<file path="src/rtl/kms_pkg.sv">
package kms_pkg;

    typedef enum logic [3:0] {
        ST_IDLE,
        ST_KEY,
        ST_M_HDR,
        ST_M_DX,
        ST_M_DY,
        ST_M_PAD0,
        ST_M_PAD1,
        ST_RST_ID0,
        ST_RST_ID1,
        ST_RST_ID2,
        ST_LAY_ID0,
        ST_LAY_ID1
    } seq_state_e;

    localparam logic [1:0] LOCK_NONE = 2'd0;
    localparam logic [1:0] LOCK_CAPS = 2'd1;
    localparam logic [1:0] LOCK_NUM  = 2'd2;

    localparam logic [7:0] CMD_IDENT  = 8'h01;
    localparam logic [7:0] CMD_LEDARM = 8'h0E;
    localparam logic [7:0] CMD_LAY_A  = 8'h07;
    localparam logic [7:0] CMD_LAY_B  = 8'h0F;

    localparam logic [7:0] RPL_ID0  = 8'hFF;
    localparam logic [7:0] RPL_ID1  = 8'h04;
    localparam logic [7:0] RPL_ID2  = 8'h7F;
    localparam logic [7:0] RPL_LAY0 = 8'hFE;
    localparam logic [7:0] RPL_LAY1 = 8'h21;

    localparam logic [7:0] MOUSE_HDR_BASE = 8'h87;

endpackage

</file>
<file path="src/rtl/kms_fifo.sv">
module kms_fifo #(
    parameter int DEPTH = 16,
    localparam int AW = (DEPTH > 1) ? $clog2(DEPTH) : 1,
    localparam int CW = $clog2(DEPTH + 1)
) (
    input  logic          clk,
    input  logic          rst_n,
    input  logic          push,
    input  logic [7:0]    push_data,
    input  logic          pop,
    input  logic          flush,
    output logic [7:0]    head,
    output logic          not_empty,
    output logic [CW-1:0] count
);
    logic [7:0]    mem [DEPTH];
    logic [AW-1:0] wptr, rptr;
    logic          push_ok, pop_ok;

    assign push_ok   = push && (count != CW'(DEPTH));
    assign pop_ok    = pop && (count != '0);
    assign not_empty = (count != '0);
    assign head      = not_empty ? mem[rptr] : 8'h00;

    function automatic logic [AW-1:0] step(input logic [AW-1:0] p);
        return (p == AW'(DEPTH - 1)) ? '0 : p + AW'(1);
    endfunction

    always_ff @(posedge clk) begin
        if (!rst_n || flush) begin
            wptr  <= '0;
            rptr  <= '0;
            count <= '0;
        end else begin
            if (push_ok) wptr <= step(wptr);
            if (pop_ok)  rptr <= step(rptr);
            count <= count + CW'(push_ok) - CW'(pop_ok);
        end
    end

    always_ff @(posedge clk) begin
        if (push_ok && !flush) mem[wptr] <= push_data;
    end
endmodule

</file>
<file path="src/rtl/kms_lock_filter.sv">
module kms_lock_filter
    import kms_pkg::*;
(
    input  logic       clk,
    input  logic       rst_n,
    input  logic       take,
    input  logic [1:0] sel,
    input  logic       key_up,
    output logic       pass
);
    logic [1:0] lk_st [2];
    logic [1:0] flip;

    assign flip = key_up ? 2'b10 : 2'b01;

    for (genvar g = 0; g < 2; g++) begin : g_lock
        always_ff @(posedge clk) begin
            if (!rst_n) begin
                lk_st[g] <= 2'b00;
            end else if (take && (sel == 2'(g + 1))) begin
                lk_st[g] <= lk_st[g] ^ flip;
            end
        end
    end

    always_comb begin
        logic [1:0] nxt;
        nxt  = 2'b00;
        pass = 1'b1;
        if (sel == LOCK_CAPS || sel == LOCK_NUM) begin
            nxt  = lk_st[(sel == LOCK_CAPS) ? 0 : 1] ^ flip;
            pass = key_up ? (nxt != 2'b11) : (nxt != 2'b10);
        end
    end
endmodule

</file>
<file path="src/rtl/kms_mouse_enc.sv">
module kms_mouse_enc
    import kms_pkg::*;
#(
    parameter int MW = 10
) (
    input  logic [MW-1:0] dx,
    input  logic [MW-1:0] dy,
    input  logic [2:0]    btn,
    output logic [7:0]    hdr,
    output logic [7:0]    mx,
    output logic [7:0]    my
);
    localparam int EW = MW + 1;
    localparam logic signed [EW-1:0] POS_LIM = EW'(127);
    localparam logic signed [EW-1:0] NEG_LIM = -EW'(127);

    logic signed [EW-1:0] dx_e, dy_e, dy_n;

    function automatic logic [7:0] clamp(input logic signed [EW-1:0] v);
        if (v > POS_LIM)      return 8'h7F;
        else if (v < NEG_LIM) return 8'h81;
        else                  return v[7:0];
    endfunction

    always_comb begin
        dx_e = EW'($signed(dx));
        dy_e = EW'($signed(dy));
        dy_n = -dy_e;
        hdr  = MOUSE_HDR_BASE ^ {5'b0, btn};
        mx   = clamp(dx_e);
        my   = clamp(dy_n);
    end
endmodule

</file>
<file path="src/rtl/kms_seq.sv">
module kms_seq
    import kms_pkg::*;
(
    input  logic       clk,
    input  logic       rst_n,
    input  logic       key_valid,
    input  logic [7:0] key_code,
    input  logic       key_up,
    input  logic       lock_pass,
    input  logic       mouse_valid,
    input  logic [7:0] m_hdr,
    input  logic [7:0] m_dx,
    input  logic [7:0] m_dy,
    input  logic       host_valid,
    input  logic [7:0] host_byte,
    input  logic       tx_enable,
    input  logic       chan_disable,
    output logic       ev_ready,
    output logic       lock_take,
    output logic       push,
    output logic [7:0] push_data,
    output logic       flush
);
    seq_state_e state, state_nx;
    logic [7:0] b0, b1, b2;
    logic       led_arm, led_arm_nx;
    logic       host_live;

    assign host_live = host_valid && tx_enable && !chan_disable;

    // state register and captured bytes
    always_ff @(posedge clk) begin
        if (!rst_n) begin
            state   <= ST_IDLE;
            led_arm <= 1'b0;
            b0      <= 8'h00;
            b1      <= 8'h00;
            b2      <= 8'h00;
        end else begin
            state   <= state_nx;
            led_arm <= led_arm_nx;
            if (state == ST_IDLE) begin
                if (key_valid) begin
                    b0 <= {key_up | key_code[7], key_code[6:0]};
                end else if (mouse_valid) begin
                    b0 <= m_hdr;
                    b1 <= m_dx;
                    b2 <= m_dy;
                end
            end
        end
    end

    // next state
    always_comb begin
        state_nx   = state;
        led_arm_nx = led_arm;
        unique case (state)
            ST_IDLE: begin
                if (key_valid) begin
                    state_nx = lock_pass ? ST_KEY : ST_IDLE;
                end else if (mouse_valid) begin
                    state_nx = ST_M_HDR;
                end else if (host_live) begin
                    if (led_arm) begin
                        led_arm_nx = 1'b0;
                    end else if (host_byte == CMD_IDENT) begin
                        state_nx = ST_RST_ID0;
                    end else if (host_byte == CMD_LEDARM) begin
                        led_arm_nx = 1'b1;
                    end else if (host_byte == CMD_LAY_A || host_byte == CMD_LAY_B) begin
                        state_nx = ST_LAY_ID0;
                    end
                end
            end
            ST_KEY:     state_nx = ST_IDLE;
            ST_M_HDR:   state_nx = ST_M_DX;
            ST_M_DX:    state_nx = ST_M_DY;
            ST_M_DY:    state_nx = ST_M_PAD0;
            ST_M_PAD0:  state_nx = ST_M_PAD1;
            ST_M_PAD1:  state_nx = ST_IDLE;
            ST_RST_ID0: state_nx = ST_RST_ID1;
            ST_RST_ID1: state_nx = ST_RST_ID2;
            ST_RST_ID2: state_nx = ST_IDLE;
            ST_LAY_ID0: state_nx = ST_LAY_ID1;
            ST_LAY_ID1: state_nx = ST_IDLE;
            default:    state_nx = ST_IDLE;
        endcase
    end

    // outputs
    always_comb begin
        ev_ready  = 1'b0;
        lock_take = 1'b0;
        push      = 1'b1;
        push_data = 8'h00;
        flush     = 1'b0;
        unique case (state)
            ST_IDLE: begin
                push      = 1'b0;
                ev_ready  = 1'b1;
                lock_take = key_valid;
                flush     = !key_valid && !mouse_valid && host_live && !led_arm &&
                            (host_byte == CMD_IDENT || host_byte == CMD_LAY_A ||
                             host_byte == CMD_LAY_B);
            end
            ST_KEY:     push_data = b0;
            ST_M_HDR:   push_data = b0;
            ST_M_DX:    push_data = b1;
            ST_M_DY:    push_data = b2;
            ST_M_PAD0:  push_data = 8'h00;
            ST_M_PAD1:  push_data = 8'h00;
            ST_RST_ID0: push_data = RPL_ID0;
            ST_RST_ID1: push_data = RPL_ID1;
            ST_RST_ID2: push_data = RPL_ID2;
            ST_LAY_ID0: push_data = RPL_LAY0;
            ST_LAY_ID1: push_data = RPL_LAY1;
            default:    push = 1'b0;
        endcase
    end
endmodule

</file>
<file path="src/rtl/kbd_mouse_src.sv">
module kbd_mouse_src
    import kms_pkg::*;
#(
    parameter int DEPTH = 16,
    parameter int MW    = 10,
    localparam int CW   = $clog2(DEPTH + 1)
) (
    input  logic          clk,
    input  logic          rst_n,
    input  logic          key_valid,
    input  logic [7:0]    key_code,
    input  logic          key_up,
    input  logic [1:0]    key_lock,
    input  logic          mouse_valid,
    input  logic [MW-1:0] mouse_dx,
    input  logic [MW-1:0] mouse_dy,
    input  logic [2:0]    mouse_btn,
    input  logic          host_valid,
    input  logic [7:0]    host_byte,
    input  logic          tx_enable,
    input  logic          chan_disable,
    output logic          ev_ready,
    output logic          out_avail,
    output logic [7:0]    out_byte,
    input  logic          out_pop
);
    logic          lock_pass, lock_take;
    logic [7:0]    m_hdr, m_dx, m_dy;
    logic          q_push, q_flush;
    logic [7:0]    q_data;
    logic [CW-1:0] fifo_count;

    kms_lock_filter u_lock (
        .clk    (clk),
        .rst_n  (rst_n),
        .take   (lock_take),
        .sel    (key_lock),
        .key_up (key_up),
        .pass   (lock_pass)
    );

    kms_mouse_enc #(.MW(MW)) u_menc (
        .dx  (mouse_dx),
        .dy  (mouse_dy),
        .btn (mouse_btn),
        .hdr (m_hdr),
        .mx  (m_dx),
        .my  (m_dy)
    );

    kms_seq u_seq (
        .clk          (clk),
        .rst_n        (rst_n),
        .key_valid    (key_valid),
        .key_code     (key_code),
        .key_up       (key_up),
        .lock_pass    (lock_pass),
        .mouse_valid  (mouse_valid),
        .m_hdr        (m_hdr),
        .m_dx         (m_dx),
        .m_dy         (m_dy),
        .host_valid   (host_valid),
        .host_byte    (host_byte),
        .tx_enable    (tx_enable),
        .chan_disable (chan_disable),
        .ev_ready     (ev_ready),
        .lock_take    (lock_take),
        .push         (q_push),
        .push_data    (q_data),
        .flush        (q_flush)
    );

    kms_fifo #(.DEPTH(DEPTH)) u_fifo (
        .clk       (clk),
        .rst_n     (rst_n),
        .push      (q_push),
        .push_data (q_data),
        .pop       (out_pop),
        .flush     (q_flush),
        .head      (out_byte),
        .not_empty (out_avail),
        .count     (fifo_count)
    );
endmodule

</file>
<file path="config.mk">
export PLATFORM = sky130hd
export DESIGN_NAME = kbd_mouse_src
export DESIGN_NICKNAME = d
export VERILOG_FILES = /design/src/rtl/kms_pkg.sv /design/src/rtl/kms_fifo.sv /design/src/rtl/kms_lock_filter.sv /design/src/rtl/kms_mouse_enc.sv /design/src/rtl/kms_seq.sv /design/src/rtl/kbd_mouse_src.sv
export SDC_FILE = /design/constraint.sdc
export NUM_CORES = 1
export LEC_CHECK = 0
export BUFFER_PORTS_ARGS = -buffer_cell sky130_fd_sc_hd__buf_2
export CORE_AREA = 5 5 158 160
export DETAILED_ROUTE_END_ITERATION = 6
export DIE_AREA = 0 0 163 165
export GPL_ROUTABILITY_DRIVEN = 0
export HOLD_SLACK_MARGIN = 0.02
export PLACE_DENSITY = 0.48
export SETUP_SLACK_MARGIN = 0.02
export SYNTH_ARGS = -nofsm -noshare
export SYNTH_HDL_FRONTEND = slang
export SYNTH_SLANG_ARGS = --single-unit
</file>
<file path="constraint.sdc">
create_clock -name clk -period 7.1 [get_ports clk]
set_input_delay 0.71 -clock clk [delete_from_list [all_inputs] [get_ports clk]]
set_output_delay 0.71 -clock clk [all_outputs]
set_load 0.01 [all_outputs]
</file>
==> impl_metrics.tcl, run 1 <==
set metrics [dict create \
    dieArea_um2 26900 \
    post-route-period-util_pct 52.56 \
    yosys.area_share.simple_pct 11.51 \
    final_max_slew_viol_count 0 \
    r2r_start "u_seq.state[3]$_SDFFE_PN0P_" \
    path_cells "mux4_2, mux4_2, and2_1, buf_2" \
    cp-end-kind "output port" \
    synth_fa_ha_area_share_pct 2.574 \
    synth_cells 603 \
    pin_count 60 \
    synth_flop_cell "edfxtp_1" \
    maxSlewHeadroom_pct 17.48 \
    multiInputGateArea_um2 3002 \
    fin_tns_setup_ns 0 \
    numCtsBuffers 17 \
    cp_common_cell "mux4_2" \
    first_pass_iters 4 \
    setup_viol 0 \
    finalHoldViolCount 0 \
    post_drt_wl_per_cell_um 18.68 \
    crit_family "flip-flops" \
    die_h_um 165 \
    synth-xor-area-share_pct 1.845 \
    synth_warnings 0 \
    async_flop_share_pct 0 \
    cts_resized 0 \
    cts.sinks 178 \
    dr_total_vias 5087 \
    antenna_found_initial 0 \
    clockRootBuffer "clkbuf_16" \
    first_global_vias 5273 \
    seq_area_frac_synth_pct 60.54 \
    coreArea_um2 23260 \
    status "finished, final reports clean" \
    syn_to_final_growth_pct 15.60 \
    dp.cells 957 \
    cpPeakStageDelay_ns 1.13 \
    synth.area.mux_share_pct 11.91 \
    die_w_um 163 \
    port-buffer-count 59 \
    fp-row-count 56 \
    gr-total-overflow 0 \
    post_cts_buffers 0 \
    synth_edf_count 132 \
    worst_hold_path_type "reg -> reg" \
    drive_gt1_share_pct 23.73 \
    nets 723 \
    grt_max_degree 33 \
    clk_latency_ns 0.42 \
    tightest_slew_ns 1.238 \
    num-fill-cells 2231 \
    grt_usage_pct 14.47 \
    initial_core_util_pct 34.69 \
    ant_nets 0 \
    cts_hold_buf 0 \
    hpwl_um 12970 \
    drt_iter0_drc 326 \
    synth-compound-area-share_pct 9.056 \
    timing.hold.ws_ns 0.4761 \
    cp.buffers_inverters 1 \
    synth.distinct_cells 61 \
    finClkSkew_ns 0.01113 \
    p_leak_nw 3.146 \
    yosysTopAreaCell "edfxtp_1" \
    cts_tree "yes" \
    finalCriticalPeriod_ns 3.732 \
    crit_required_ns 6.39 \
    ir_drop_mv 0.1616 \
    mappedNetlistNets 669 \
    drc 0 \
    seq_area_um2 4886 \
    final_cells 989 \
    synth.top_cells.by_area "edfxtp_1 (49%), dfxtp_1 (11%), mux4_2 (11%), nor2_1 (3.3%), ha_1 (2.3%)" \
    crit_fanout 32 \
    antennaDiodeCount 0 \
    powerDensity_nw_per_um2 333.2 \
    rsz0062_at_grt "false" \
    cts_max_level 4 \
    cts_buffer_depth 2 \
    synth_top_area_share_pct 49.12 \
    critical_path_class "reg -> out" \
    max_freq_ghz 0.2680 \
    maxCapViolCount 0 \
    crit_arrival_ns 3.02 \
    start_kind "flop" \
    cp_slowest_cell "dfxtp_2" \
    grt_pass1_wl_um 29680 \
    synth_seq_cells 178 \
    routed_wl_um 18470 \
    viasPerCell 5.144 \
    synth_top_family_by_area "multiplexers" \
    path_clk_slew_ns 0.07 \
    postSynthAreaPerCell_um2 13.38 \
    min_from "u_seq.b1[7]$_SDFFE_PN0P_" \
    syn_area_um2 8069 \
]
-- path summary, 6_finish.rpt --
check        depth (start not counted)  slack (ns)                          to
max                                  4        3.37                 out_byte[7]
min                                  2        0.48    u_seq.b1[7]$_SDFFE_PN0P_
max reg2reg                          6        3.83  u_fifo.mem[7][4]$_DFFE_PP_
min reg2reg                          2        0.48    u_seq.b1[7]$_SDFFE_PN0P_
-- worst reg2reg max path, stage by stage (launching register included) --
cell      delay (ns)
dfxtp_1         0.91
or4_4           0.30
inv_2           0.07
a221oi_2        0.56
nand2_1         0.29
nor2_1          0.58
buf_4           0.28
-- synthesized netlist by cell type (3+ instances only) --
cell and number:
o21ai_0 31, nor2_1 70, a31oi_1 4, a21boi_0 9, nand2_1 34, nand3b_1 6, o22ai_1 7, buf_2 6
a21oi_1 19, and2_1 11, xnor2_1 9, mux4_2 40, xor2_1 8, or4_4 3, buf_1 5, o211a_1 3
o211ai_1 7, a22oi_1 8, nand3_1 4, edfxtp_1 132, nor3_1 15, nor2b_1 10, clkbuf_1 21, nor3b_1 3
inv_1 17, or3_1 7, dfxtp_1 46, ha_1 15, nand2b_1 4, nor4b_1 3, mux2i_1 6, nor4_1 4
-- registers in the layout (all words and copies together) (netlist names), named ones only --
name	flops
u_seq.b2	8
u_fifo.rptr	4
u_seq.led_arm	1
u_fifo.count	5
u_fifo.wptr	4
u_seq.b0	8
u_seq.b1	8
u_lock.lk_st	4
u_seq.state	4
u_fifo.mem	128
-- routing by layer --
layer | global-route usage [%] | vias up | wire length (um)
met5 | 0 | - | 0
li1 | - | 2403 | -
met1 | 18.74 | 2561 | 8307
met3 | 2.845 | 16 | 623
met2 | 24.87 | 107 | 9280
met4 | 4.079 | 0 | 258
-- cells by family (layout without fill, tap and decap cells) --
group                      Yosys count  count (layout)
AOI/OAI and AO/OA                  109             109
xor gates and xnor gates            17              17
adders and majority gates           16              16
buffers and inverters               52             119
DFF                                178             178
muxes                               46              46
and+or+nand+nor                    185             185
-- layout make-up --
type	instances	share of cell area, %
well taps	319	4.279
clock inverters	14	1.824
inverters	18	0.7243
clock buffers	18	4.601
repair buffers	69	4.011
flip-flops and latches	178	52.38
multi-input cells	373	32.18
-- cells in the final DEF (no fill, tap or decap), types with 10 or more instances in the layout --
cell / netlist / final
edfxtp_1: 132 / 132
nor2_1: 70 / 70
buf_2: 6 / 59
dfxtp_1: 46 / 45
mux4_2: 40 / 40
nand2_1: 34 / 34
o21ai_0: 31 / 28
a21oi_1: 19 / 19
inv_1: 17 / 17
clkbuf_16: 0 / 17
ha_1: 15 / 15
nor3_1: 15 / 13
and2_1: 11 / 11
nor2b_1: 10 / 10
-- power by group --
group | internal [mW] | switching (mW)
logic | 0.351 | 0.419
clock network | 0.534 | 0.427
registers | 1.27 | 0.106
total | 2.16 | 0.952
-- per-stage QoR --
| stage | util [%] | area, um2 | setup slack, ns | power [mW] |
|---|---|---|---|---|
| 2_1_floorplan | - | 8069 | 4.417 | 1.913 |
| 3_3_place_gp | 37.43 | 8707 | 3.215 | 2.163 |
| 3_5_place_dp | 37.52 | 8728 | 3.725 | 2.184 |
| 4_1_cts | 40.10 | 9328 | 3.258 | 3.146 |
| 5_1_grt | 40.10 | 9328 | 3.130 | 3.283 |
| 6_report | 40.10 | 9328 | 3.368 | 3.108 |
Note: power is estimated with default switching activity, not from simulation.
==> run 2, diff against run 1 <==
--- a/config.mk
+++ b/config.mk
@@ -5,13 +5,14 @@
 export SDC_FILE = /design/constraint.sdc
 export NUM_CORES = 1
 export LEC_CHECK = 0
+export ABC_AREA = 1
 export BUFFER_PORTS_ARGS = -buffer_cell sky130_fd_sc_hd__buf_2
-export CORE_AREA = 5 5 158 160
+export CORE_AREA = 5 5 160 162
 export DETAILED_ROUTE_END_ITERATION = 6
-export DIE_AREA = 0 0 163 165
+export DIE_AREA = 0 0 165 167
 export GPL_ROUTABILITY_DRIVEN = 0
 export HOLD_SLACK_MARGIN = 0.02
-export PLACE_DENSITY = 0.48
+export PLACE_DENSITY = 0.47
 export SETUP_SLACK_MARGIN = 0.02
 export SYNTH_ARGS = -nofsm -noshare
 export SYNTH_HDL_FRONTEND = slang
==> constraint.sdc (replaced) <==
create_clock -name clk -period 3.5 [get_ports clk]
set_input_delay 0.35 -clock clk [delete_from_list [all_inputs] [get_ports clk]]
set_output_delay 0.35 -clock clk [all_outputs]
set_load 0.01 [all_outputs]
==> impl_metrics.tcl, run 2 <==
set metrics [dict create \
    status "finished, final reports clean" \
    crit_fanout 5 \
    synth_warnings 0 \
    cts_tree "yes" \
    synth.most_common_cell "nor2_1" \
    start_kind "flop" \
    drive_gt1_share_pct 15.91 \
    postSynthAreaPerCell_um2 9.929 \
    yosysTopAreaCell "edfxtp_1" \
    port-buffer-count 59 \
    grt_usage_pct 15.02 \
    cts_resized 0 \
    syn_to_final_growth_pct 15.19 \
    synth_seq_cells 178 \
    layout_commonest_cell "nor2_1" \
    initial_core_util_pct 34.23 \
    cts_buffer_depth 2 \
    post_drt_wl_per_cell_um 16.23 \
    die_w_um 165 \
    synth_edf_count 132 \
    grt_pass1_wl_um 32290 \
    dr_total_vias 5901 \
    multiInputGateArea_um2 2889 \
    cp.buffers_inverters 3 \
    largest-register "u_fifo.mem" \
    rsz0062_at_grt "false" \
    grt_max_degree 65 \
    post-place-ws_ns 0.7695 \
    numCtsBuffers 17 \
    antenna_found_initial 0 \
    crit_arrival_ns 3.08 \
    setup_viol 0 \
    finClkSkew_ns 0.009495 \
    post_cts_buffers 0 \
    path_cells "inv_1, ha_1, nand3_1, or2_2, nand2_1, inv_1, ha_1, inv_1, ha_1, fa_1, nand2_1, a21oi_1, or3_1, a21oi_2" \
    fin_tns_setup_ns 0 \
    synth.top_cells.by_area "edfxtp_1 (48%), dfxtp_1 (11%), nor2_1 (6.3%), nand2_1 (5.4%), o21ai_0 (5.2%)" \
    worst_slack_ns 0.7815 \
    final_cell_mix "nor2_1 (138), edfxtp_1 (132), nand2_1 (119)" \
    mappedNetlistNets 892 \
    max_freq_ghz 0.3679 \
    p_leak_nw 3.520 \
    ir_drop_mv 0.3204 \
    clk_latency_ns 0.42 \
    synth.distinct_cells 45 \
    finalCriticalPeriod_ns 2.718 \
    dp.cells 1197 \
    first_pass_iters 5 \
    synth_flop_cell "edfxtp_1" \
    cts_max_level 4 \
    powerDensity_nw_per_um2 623.5 \
    cp-end-kind "flop" \
    cp_slowest_cell "fa_1" \
    nets 958 \
    crit_family "adder cells" \
    gr-total-overflow 0 \
    ant_nets 0 \
    drt_iter0_drc 375 \
    tightest_slew_ns 1.062 \
    first_global_vias 5910 \
    clockRootBuffer "clkbuf_16" \
    path_clk_slew_ns 0.07 \
    synth_commonest_cells "nor2_1 (138), edfxtp_1 (132), nand2_1 (119)" \
    crit_required_ns 3.86 \
    pin_count 60 \
    final_cells 1229 \
    cts.sinks 178 \
    async_flop_share_pct 0 \
    post-route-period-util_pct 77.67 \
    rrSetupSlack_ns 0.78 \
    seq_area_frac_synth_pct 59.56 \
    worst_hold_path_type "in -> reg" \
    cpPeakStageDelay_ns 0.38 \
    maxCapViolCount 0 \
    hpwl_um 13520 \
    seq_area_um2 4886 \
    synth_cells 826 \
    synth_top_area_share_pct 48.33 \
    largest_reg_flops 128 \
    coreArea_um2 23960 \
    routed_wl_um 19940 \
    num-fill-cells 2410 \
    fp-row-count 57 \
    antennaDiodeCount 0 \
    syn_area_um2 8202 \
    die_h_um 167 \
    viasPerCell 4.801 \
    power.total_mw 5.890 \
    drc 0 \
    maxSlewHeadroom_pct 28.42 \
    finalHoldViolCount 0 \
    dieArea_um2 27560 \
    cts_hold_buf 0 \
    final_max_slew_viol_count 0 \
    critical_path_class "reg -> reg" \
]
==> run 2: cell count changes in the layout (fill, tap and decap cells not counted), sizes merged, moves of 12 or more <==
cell,before,now
nand2,34,125
nor2,70,150
o21ai,32,88
inv,26,73
mux4,40,0
nand3,4,39
a21oi,20,45
o221ai,0,24
nor3,15,3
==> run 2: final timing paths <==
kind | depth (start not counted) | start | to
max | 14 | u_fifo.count[2]$_SDFF_PP0_ | u_fifo.count[4]$_SDFF_PP0_
min | 3 | key_code[5] | u_seq.b0[5]$_SDFFE_PN0P_
max reg2reg | 14 | u_fifo.count[2]$_SDFF_PP0_ | u_fifo.count[4]$_SDFF_PP0_
min reg2reg | 2 | u_seq.b1[3]$_SDFFE_PN0P_ | u_seq.b1[3]$_SDFFE_PN0P_
==> run 2: layer usage <==
| metal | global-route usage (%) | share of wire [%] |
|---|---|---|
| met5 | 0 | 0 |
| met4 | 3.363 | 0.77 |
| met3 | 3.040 | 3.8 |
| met2 | 23.28 | 46 |
| met1 | 21.71 | 50 |
==> run 2: final cells by class <==
cell class | instances | share of cell area (%)
clock buffer | 21 | 5.112
clock inverter | 11 | 0.8211
inverter | 70 | 2.847
multi-input combinational | 547 | 30.58
sequential | 178 | 51.72
tap | 324 | 4.291
timing repair buffer | 78 | 4.635
==> run 2: report_power, final <==
part	switching, mW	leakage, nW	internal [mW]
clock network	0.815	0.285	0.999
logic	0.997	1.63	0.496
registers	0.0778	1.60	2.51
total	1.89	3.52	4.00
==> run 2: kinds of logic after synthesis <==
kind of cell,Yosys count,share of synthesized area [%]
buf+inv,101,5.217
flops,178,59.56
simple gates,332,17.64
fa+ha+maj,16,2.532
compound gates,194,14.52
xor+xnor,5,0.5340
==> run 2: stage by stage <==
| step | area [um2] | hold slack [ns] | utilization (%) |
|---|---|---|---|
| 6_report | 9448 | 0.1724 | 39.43 |
| 5_1_grt | 9448 | 0.1583 | 39.43 |
| 4_1_cts | 9448 | 0.1458 | 39.43 |
| 3_5_place_dp | 8887 | 0.4585 | 37.09 |
| 3_3_place_gp | 8887 | 0.4586 | 37.09 |
| 2_1_floorplan | 8202 | 0.4397 | - |
==> run 2: worst min-delay path, cell delays in order <==
cell     delay, ns
buf_2         0.09
nand2_1       0.05
a21oi_1       0.06
==> run 3, diff against run 2 <==
--- a/config.mk
+++ b/config.mk
@@ -5,14 +5,14 @@
 export SDC_FILE = /design/constraint.sdc
 export NUM_CORES = 1
 export LEC_CHECK = 0
-export ABC_AREA = 1
+export ABC_AREA = 0
 export BUFFER_PORTS_ARGS = -buffer_cell sky130_fd_sc_hd__buf_2
-export CORE_AREA = 5 5 160 162
+export CORE_AREA = 5 5 158 160
 export DETAILED_ROUTE_END_ITERATION = 6
-export DIE_AREA = 0 0 165 167
+export DIE_AREA = 0 0 163 165
 export GPL_ROUTABILITY_DRIVEN = 0
 export HOLD_SLACK_MARGIN = 0.02
-export PLACE_DENSITY = 0.47
+export PLACE_DENSITY = 0.5
 export SETUP_SLACK_MARGIN = 0.02
 export SYNTH_ARGS = -nofsm -noshare
 export SYNTH_HDL_FRONTEND = slang
==> constraint.sdc (replaced) <==
create_clock -name clk -period 2.4 [get_ports clk]
set_input_delay 0.24 -clock clk [delete_from_list [all_inputs] [get_ports clk]]
set_output_delay 0.24 -clock clk [all_outputs]
set_load 0.01 [all_outputs]
==> impl_metrics.tcl, run 3 (synthesis gave the netlist of run 1 again) <==
set metrics [dict create \
    pin_count 60 \
    maxCapViolCount 0 \
    gr-total-overflow 0 \
    rsz0062_at_grt "true" \
    coreArea_um2 23260 \
    p_leak_nw 3.405 \
    critical_path_class "reg -> out" \
    final_max_slew_viol_count 0 \
    finClkSkew_ns 0.009534 \
    met1_usage_pct 17.60 \
    maxSlewHeadroom_pct 60.76 \
    rrSetupSlack_ns 0.04 \
    first_global_vias 5430 \
    antennaDiodeCount 0 \
    routed_wl_um 17490 \
    finalHoldViolCount 0 \
    start_kind "flop" \
    hpwl_um 12610 \
    first_pass_iters 5 \
    dp.cells 989 \
    drive_gt1_share_pct 30.81 \
    drc 0 \
    max_freq_ghz 0.3885 \
    design_area_um2 9783 \
    busiest_layer "met2" \
    numCtsBuffers 17 \
    power.total_mw 9.601 \
    port-buffer-count 59 \
    r2r_start "u_fifo.count[2]$_SDFF_PP0_" \
    crit_required_ns 2.16 \
    path_clk_slew_ns 0.07 \
    fp-row-count 56 \
    tightest_slew_ns 0.5825 \
    status "complete, but fails checks" \
    min_from "key_code[7]" \
    final_cells 1033 \
    largest_reg_flops 128 \
    post-route-util_pct 42.06 \
    grt_usage_pct 13.58 \
    nets 767 \
    syn_to_final_growth_pct 21.24 \
    ant_nets 0 \
    antenna_found_initial 0 \
    setup_viol 8 \
    holdPathEnd "u_seq.b0[7]$_SDFFE_PN0P_" \
    largest-register "u_fifo.mem" \
    final_cell_mix "edfxtp_1 (132), nor2_1 (70), buf_2 (55)" \
    crit_fanout 11 \
    cts_max_level 4 \
    whs_path_depth 3 \
    worst_hold_path_type "in -> reg" \
    cp-end-kind "output port" \
    clk_latency_ns 0.42 \
    dr_total_vias 5135 \
    ir_drop_mv 0.4249 \
    cts_buffer_depth 2 \
    grt_pass1_wl_um 28480 \
    initial_core_util_pct 34.69 \
    cts_tree "yes" \
    layout_commonest_cell "edfxtp_1" \
    dieArea_um2 26900 \
    placedInstanceArea_um2 9014 \
    finalCriticalPeriod_ns 2.574 \
    post_drt_wl_per_cell_um 16.94 \
    reg2reg_to "u_fifo.count[4]$_SDFF_PP0_" \
    die_h_um 165 \
    grt_max_degree 33 \
    use_met2_pct 23.09 \
    post-place-ws_ns -0.09568 \
    crit_arrival_ns 2.33 \
    rr_worst_depth 13 \
    clockRootBuffer "clkbuf_16" \
    viasPerCell 4.971 \
    violations "setup timing" \
    post-route-period-util_pct 107.2 \
    worst_slack_ns -0.1737 \
    drt_iter0_drc 384 \
    die_w_um 163 \
    powerDensity_nw_per_um2 981.4 \
    cts.sinks 178 \
    timing.hold.ws_ns 0.09835 \
    use_met3_pct 2.845 \
    fin_tns_setup_ns -1.182 \
]
## run 3: cell types whose count changed in the layout (fill, tap and decap cells not counted), sizes merged, moves of 12 or more
cell,change
inv,-45
mux4,+40
nand3,-35
nand2,-91
nor3,+12
a21oi,-25
o21ai,-56
nor2,-80
buf,+35
o221ai,-24
## run 3: how the worst max path moves through the flow
stage	startpoint	slack (ns)	end
after floorplan	u_fifo.count[2]$_SDFF_PP0_	0.007	u_fifo.mem[1][0]$_DFFE_PP_
after global placement	u_fifo.count[3]$_SDFF_PP0_	0.03	u_fifo.count[4]$_SDFF_PP0_
after detailed placement	u_fifo.count[3]$_SDFF_PP0_	-0.1	u_fifo.count[4]$_SDFF_PP0_
after CTS	flop	-0.21	out_byte[6]
after global routing	flop	-0.25	out_byte[6]
final	flop	-0.17	out_byte[6]
## run 3: where the power goes
part           total, mW  internal (mW)  switching (mW)
clock               2.72           1.48            1.25
sequential          3.94           3.76           0.176
combinational       2.94           1.46            1.48
## run 3: final cells by class
| class | count | area [um2] |
|---|---|---|
| clock buffers | 19 | 464.2 |
| clock inverters | 13 | 130.1 |
| fillers | 2172 | 13480 |
| inverters | 18 | 67.56 |
| multi-input cells | 373 | 3055 |
| flip-flops and latches | 178 | 4891 |
| well taps | 319 | 399.1 |
| repair buffers | 113 | 775.7 |
## run 3: repair_timing
action                     in CTS  in global routing
pin swaps                       1                  6
hold buffers                    0                  0
setup endpoints to repair       9                 14
resized for setup              10                 13
setup buffers                   8                  4
## run 3: critical path, cell delays in order (launching register included)
cell	delay, ns
dfxtp_4	0.41
buf_12	0.16
mux4_2	0.53
mux4_2	0.50
and2_1	0.17
buf_2	0.13
## run 3: routing by layer
metal,wire length (um),up-vias
met5,0,-
met4,230,0
met3,549,18
met2,8897,89
met1,7816,2530
li1,-,2498
